<file path="config.mk">
export PLATFORM = sky130hd
export DESIGN_NAME = radar_ddr_deser
export DESIGN_NICKNAME = d
export VERILOG_FILES = /design/src/rtl/ddr_rx_pkg.sv /design/src/rtl/rdd_capture.sv /design/src/rtl/rdd_word_asm.sv /design/src/rtl/rdd_frame_seq.sv /design/src/rtl/radar_ddr_deser.sv
export SDC_FILE = /design/constraint.sdc
export NUM_CORES = 1
export LEC_CHECK = 0
export ABC_AREA = 1
export BUFFER_PORTS_ARGS = -buffer_cell sky130_fd_sc_hd__buf_4
export CORE_UTILIZATION = 45
export CTS_BUF_LIST = sky130_fd_sc_hd__clkbuf_4
export DETAILED_ROUTE_END_ITERATION = 16
export HOLD_SLACK_MARGIN = 0.05
export PLACE_DENSITY = 0.68
export SLEW_MARGIN = 20
export SYNTH_ARGS = -nofsm -noshare
export SYNTH_HDL_FRONTEND = slang
export SYNTH_SLANG_ARGS = --single-unit
</file>
<file path="constraint.sdc">
create_clock -name clk_i -period 2.25 [get_ports clk_i]
set_clock_uncertainty 0.15 [all_clocks]
set_input_delay 0.1125 -clock clk_i [delete_from_list [all_inputs] [get_ports clk_i]]
set_output_delay 0.1125 -clock clk_i [all_outputs]
set_load 0.01 [all_outputs]
</file>
<file path="src/rtl/ddr_rx_pkg.sv">
package ddr_rx_pkg;
  localparam int unsigned LANES = 2;  // lane 0 in-phase, lane 1 quadrature
  typedef enum logic {ST_IDLE, ST_RUN} seq_st_e;
endpackage

</file>
<file path="src/rtl/rdd_capture.sv">
module rdd_capture
  import ddr_rx_pkg::*;
(
  input  logic                      clk_i,
  input  logic                      rst_ni,
  input  logic                      frame_i,
  input  logic [LANES-1:0]          lane_i,
  output logic [LANES-1:0][1:0]     pair_o,
  output logic                      start_o
);
  logic [LANES-1:0] pos_q;
  logic [LANES-1:0] neg_q;
  logic             fr_q, fr_qq;

  always_ff @(posedge clk_i or negedge rst_ni) begin
    if (!rst_ni) begin
      pos_q <= '0;
      fr_q  <= 1'b0;
      fr_qq <= 1'b0;
    end else begin
      pos_q <= lane_i;
      fr_q  <= frame_i;
      fr_qq <= fr_q;
    end
  end

  always_ff @(negedge clk_i or negedge rst_ni) begin
    if (!rst_ni) neg_q <= '0;
    else         neg_q <= lane_i;
  end

  // earlier (rising-edge) bit is the more significant of the pair
  for (genvar l = 0; l < LANES; l++) begin : g_pair
    assign pair_o[l] = {pos_q[l], neg_q[l]};
  end

  assign start_o = fr_q & ~fr_qq;
endmodule

</file>
<file path="src/rtl/rdd_word_asm.sv">
module rdd_word_asm #(
  parameter int unsigned WORD_W = 16
) (
  input  logic              clk_i,
  input  logic              rst_ni,
  input  logic [1:0]        pair_i,
  input  logic              shift_i,
  output logic [WORD_W-1:0] word_o
);
  logic [WORD_W-3:0] sh_q;

  always_ff @(posedge clk_i or negedge rst_ni) begin
    if (!rst_ni)      sh_q <= '0;
    else if (shift_i) sh_q <= {sh_q[WORD_W-5:0], pair_i};
  end

  assign word_o = {sh_q, pair_i};
endmodule

</file>
<file path="src/rtl/rdd_frame_seq.sv">
module rdd_frame_seq
  import ddr_rx_pkg::*;
#(
  parameter int unsigned WORD_W   = 16,
  parameter int unsigned N_CHAN   = 4,
  parameter int unsigned N_SAMPLE = 128,
  parameter int unsigned N_CHIRP  = 64,
  parameter int unsigned CH_W     = 2,
  parameter int unsigned SMP_W    = 7,
  parameter int unsigned CHP_W    = 6
) (
  input  logic              clk_i,
  input  logic              rst_ni,
  input  logic              start_i,
  input  logic [WORD_W-1:0] i_word_i,
  input  logic [WORD_W-1:0] q_word_i,
  output logic              shift_o,
  output logic              valid_o,
  output logic [WORD_W-1:0] i_o,
  output logic [WORD_W-1:0] q_o,
  output logic [CH_W-1:0]   chan_o,
  output logic [SMP_W-1:0]  sample_o,
  output logic [CHP_W-1:0]  chirp_o,
  output logic              frame_start_o,
  output logic              frame_end_o,
  output logic              err_o
);
  localparam int unsigned PAIRS = WORD_W / 2;
  localparam int unsigned PC_W  = $clog2(PAIRS);

  seq_st_e           st_q;
  logic [PC_W-1:0]   pc_q;
  logic [CH_W-1:0]   ch_q;
  logic [SMP_W-1:0]  sm_q;
  logic [CHP_W-1:0]  cp_q;
  logic              running, word_done;
  logic              ch_last, sm_last, cp_last, first_word, last_word;

  assign running    = (st_q == ST_RUN);
  assign shift_o    = start_i | running;
  assign word_done  = running & ~start_i & (pc_q == PC_W'(PAIRS - 1));
  assign ch_last    = (ch_q == CH_W'(N_CHAN - 1));
  assign sm_last    = (sm_q == SMP_W'(N_SAMPLE - 1));
  assign cp_last    = (cp_q == CHP_W'(N_CHIRP - 1));
  assign last_word  = ch_last & sm_last & cp_last;
  assign first_word = (ch_q == '0) & (sm_q == '0) & (cp_q == '0);

  always_ff @(posedge clk_i or negedge rst_ni) begin
    if (!rst_ni) begin
      valid_o       <= 1'b0;
      i_o           <= '0;
      q_o           <= '0;
      chan_o        <= '0;
      sample_o      <= '0;
      chirp_o       <= '0;
      frame_start_o <= 1'b0;
      frame_end_o   <= 1'b0;
    end else begin
      valid_o       <= word_done;
      frame_start_o <= word_done & first_word;
      frame_end_o   <= word_done & last_word;
      if (word_done) begin
        i_o      <= i_word_i;
        q_o      <= q_word_i;
        chan_o   <= ch_q;
        sample_o <= sm_q;
        chirp_o  <= cp_q;
      end
    end
  end

  always_ff @(posedge clk_i or negedge rst_ni) begin
    if (!rst_ni) begin
      st_q  <= ST_IDLE;
      pc_q  <= '0;
      ch_q  <= '0;
      sm_q  <= '0;
      cp_q  <= '0;
      err_o <= 1'b0;
    end else if (start_i) begin
      // new frame edge: restart everything, flag a cut-short frame
      st_q <= ST_RUN;
      pc_q <= PC_W'(1);
      ch_q <= '0;
      sm_q <= '0;
      cp_q <= '0;
      if (running) err_o <= 1'b1;
    end else if (running) begin
      pc_q <= (pc_q == PC_W'(PAIRS - 1)) ? '0 : pc_q + 1'b1;
      if (word_done) begin
        ch_q <= ch_last ? '0 : ch_q + 1'b1;
        if (ch_last) begin
          sm_q <= sm_last ? '0 : sm_q + 1'b1;
          if (sm_last) cp_q <= cp_last ? '0 : cp_q + 1'b1;
        end
        if (last_word) st_q <= ST_IDLE;
      end
    end
  end
endmodule

</file>
<file path="src/rtl/radar_ddr_deser.sv">
module radar_ddr_deser
  import ddr_rx_pkg::*;
#(
  parameter  int unsigned WORD_W   = 16,
  parameter  int unsigned N_CHAN   = 4,
  parameter  int unsigned N_SAMPLE = 128,
  parameter  int unsigned N_CHIRP  = 64,
  localparam int unsigned CH_W     = (N_CHAN   > 1) ? $clog2(N_CHAN)   : 1,
  localparam int unsigned SMP_W    = (N_SAMPLE > 1) ? $clog2(N_SAMPLE) : 1,
  localparam int unsigned CHP_W    = (N_CHIRP  > 1) ? $clog2(N_CHIRP)  : 1
) (
  input  logic              clk_i,
  input  logic              rst_ni,
  input  logic              frame_i,
  input  logic [1:0]        lane_i,
  output logic              valid_o,
  output logic [WORD_W-1:0] i_o,
  output logic [WORD_W-1:0] q_o,
  output logic [CH_W-1:0]   chan_o,
  output logic [SMP_W-1:0]  sample_o,
  output logic [CHP_W-1:0]  chirp_o,
  output logic              frame_start_o,
  output logic              frame_end_o,
  output logic              err_o
);
  logic [LANES-1:0][1:0]        pair;
  logic [LANES-1:0][WORD_W-1:0] word;
  logic                         start, shift;

  rdd_capture u_cap (
    .clk_i   (clk_i),
    .rst_ni  (rst_ni),
    .frame_i (frame_i),
    .lane_i  (lane_i),
    .pair_o  (pair),
    .start_o (start)
  );

  for (genvar l = 0; l < LANES; l++) begin : g_lane
    rdd_word_asm #(.WORD_W(WORD_W)) u_asm (
      .clk_i   (clk_i),
      .rst_ni  (rst_ni),
      .pair_i  (pair[l]),
      .shift_i (shift),
      .word_o  (word[l])
    );
  end

  rdd_frame_seq #(
    .WORD_W(WORD_W), .N_CHAN(N_CHAN), .N_SAMPLE(N_SAMPLE), .N_CHIRP(N_CHIRP),
    .CH_W(CH_W), .SMP_W(SMP_W), .CHP_W(CHP_W)
  ) u_seq (
    .clk_i         (clk_i),
    .rst_ni        (rst_ni),
    .start_i       (start),
    .i_word_i      (word[0]),
    .q_word_i      (word[1]),
    .shift_o       (shift),
    .valid_o       (valid_o),
    .i_o           (i_o),
    .q_o           (q_o),
    .chan_o        (chan_o),
    .sample_o      (sample_o),
    .chirp_o       (chirp_o),
    .frame_start_o (frame_start_o),
    .frame_end_o   (frame_end_o),
    .err_o         (err_o)
  );
endmodule

</file>
==> metrics <==
Synth Instances=438; max_cap viols=0; CTS tree=done; data required time at the worst endpoint=2450 ps; Seq/Total Area, Yosys=61.9%; Synthesized Nets=451; DRT antenna net count=0; hpwl dp=5150 um; clk buf depth=2; first-pass GRT wire length=13300 um; critical path, cell by cell=nand2_1, o21ai_0; CTS resizes=0; Psw=1.63 mW; Slew headroom=49.8%; status=finished clean; Max Slew Vio Count=0; P_leak=2.61 nW; Worst Tran Pin Value=751 ps; final hold vios=0; Core Footprint=8890 um2; Clock Sinks=104; post-synth top area share=60.7%; Synth area leaders=dfrtp_1, nand2_1, o21ai_0; CTS buffer count=9; Critical Path Max Stage Delay=430 ps; area leader, netlist=dfrtp_1; Comb power frac=28.2%; IO Count=56; largest net degree at the start of global routing=87; initial core utilization=47.3%; Ant. Diodes=0; register share of total power=49.4%; Synth warnings=0; vias per inst=4.91; share of layout cells above drive strength 1=18.6%; hold crit path type=in -> async; Startpoint Class=flop; Final #Nets=509; power per cell area=1070 nW/um2; CP arrival=2090 ps; vias=2993; fill count=806; Chip Width=98.7 um; drt first pass iters=4; Final Routed Wirelength=7640 um; crit path kind=reg -> reg; Buf+Inv Stages, Crit Path=0; RSZ-0062 raised after global routing=no; initial antenna violation count=0; area of the mapped netlist=4210 um2; #FFs+latches synth=104; Clk pin slew, worst setup/hold paths=150 ps; routability cong.=0.792; Worst VDD drop=0.395 mV; Die Y-Extent=98.7 um; Distinct cells, synth=29; first-iteration detailed-routing DRC count=75; Final Core Density=55.5%; clock network power share=22.4%; CP max stage cell=dfrtn_1; Row Count=34; Global Route Usage Sum=17.2%; syn_area_per_cell=9.60 um2; Residual DRC=0; switching share of power=30.8%; CTS H-Tree Depth=3; Post-CTS Setup Bufs=0; Final Setup Violations=0; Fin Setup TNS=0 ps; Root Buffer=clkbuf_4; CP Capture Type=flop; clock latency at the later pin of the worst-skew pair=440 ps; Port-buffer cells=55; Cell Int Power=3.65 mW; largest fanout on the critical path=2; CP top delay family=flip-flops; GRT overflow=0; drt wl/cell=12.5 um; P&R area growth vs syn=17.3%; vias in the first global route=2990; Die ar.=9740 um2; Pwr Total=5.27 mW
final cells by class:
cell class,count,area (um2),share of cell area (%)
sequential,104,2600,52.8
multi-input combinational,263,1280,26.0
timing repair buffer,66,533,10.8
inverter,52,195,3.96
tap,108,135,2.74
clock inverter,5,104,2.11
clock buffer,11,82.6,1.67
power by group through the flow:
stage / sequential [mW] / clock, mW / combinational (mW)
after floorplan: 2.77 / 0 / 0.621
after global placement: 2.63 / 0 / 1.47
after detailed placement: 2.65 / 0 / 1.52
after CTS: 2.61 / 1.20 / 1.52
after global routing: 2.67 / 1.29 / 1.68
final: 2.61 / 1.18 / 1.49
metrics by stage:
stage          setup WS (ps)  hold WS, ps  cell area, um2  instances
3_3_place_gp             380         -133            4700        588
6_report                 360          138            4930        609
4_1_cts                  358          152            4930        609
2_1_floorplan            411         -333            4210        438
5_1_grt                  203          143            4930        609
3_5_place_dp             336         -133            4700        588
state kept, by name, summed over array words and instances, names as in the netlist, 2 cells and up:
register,cells
u_cap.pos_q,2
u_seq.ch_q,2
u_cap.neg_q,2
u_seq.chan_o,2
u_seq.q_o,16
u_seq.sample_o,7
u_seq.pc_q,3
u_seq.cp_q,6
g_lane.u_asm.sh_q,28
u_seq.sm_q,7
u_seq.chirp_o,6
u_seq.i_o,16
kinds of logic after synthesis:
| kind of cell | Yosys count | share of synthesized area (%) |
|---|---|---|
| compound gates | 89 | 11.5 |
| flops | 104 | 61.9 |
| buf+inv | 71 | 7.74 |
| fa+ha+maj | 8 | 2.38 |
| xor+xnor | 1 | 0.208 |
| simple gates | 165 | 16.2 |
cell usage after synthesis:
| library cell | instances |
|---|---|
| a211oi_1 | 1 |
| a21oi_1 | 3 |
| a22o_1 | 1 |
| buf_2 | 5 |
| buf_4 | 2 |
| buf_6 | 6 |
| clkbuf_1 | 6 |
| dfrtn_1 | 2 |
| dfrtp_1 | 102 |
| ha_1 | 8 |
| inv_1 | 51 |
| inv_2 | 1 |
| nand2_1 | 124 |
| nand2_2 | 5 |
| nand2_4 | 2 |
| nand3_1 | 10 |
| nand4_1 | 3 |
| nor2_1 | 14 |
| nor2_4 | 1 |
| nor3_1 | 5 |
| o211ai_1 | 1 |
| o21a_1 | 1 |
| o21ai_0 | 66 |
| o21ai_1 | 10 |
| o21ai_2 | 4 |
| o21ai_4 | 1 |
| o21bai_1 | 1 |
| or2_2 | 1 |
| xor2_1 | 1 |
cell usage in the layout, fill, tap and decap left out, types with 5 or more instances in the layout:
cell type      instances
buf_4                 59
inv_1                 51
o21ai_0               66
nand2_1              123
nor3_1                 5
dlygate4sd3_1          5
clkbuf_4              11
o21ai_1               10
nor2_1                14
nand3_1               10
nand2_2                6
ha_1                   8
dfrtp_1              102
routing by layer:
layer  vias to the layer above  wire (um)  global-route usage (%)
met5                         -          0                       0
met4                         0         57                    5.05
met3                         5        238                    3.76
met2                        63       3760                    29.6
met1                      1426       3580                    21.9
li1                       1499          -                       -
worst register-to-register path, cell delays in order (launching register included):
cell	delay [ps]
dfrtn_1	430
nand2_1	60
o21ai_0	90
final timing paths:
kind                                                end  depth (start not counted)           start  slack (ps)
max in group asynchronous                 u_seq.q_o[14]                          3          rst_ni         720
worst max-delay path            g_lane[0].u_asm.sh_q[0]                          2  u_cap.neg_q[0]         360
worst min-delay path                      u_seq.i_o[11]                          3          rst_ni         140
worst min register to register              u_cap.fr_qq                          0      u_cap.fr_q         300
min in group clk_i                           u_cap.fr_q                          2         frame_i         180
worst max register to register  g_lane[0].u_asm.sh_q[0]                          2  u_cap.neg_q[0]         360
what timing repair did:
action                                  4_1_cts  5_1_grt
endpoints found under the hold margin       105        0
endpoints found under the setup margin        0        0
hold buffers                                  5        0
(Power assumes the default switching activity.)
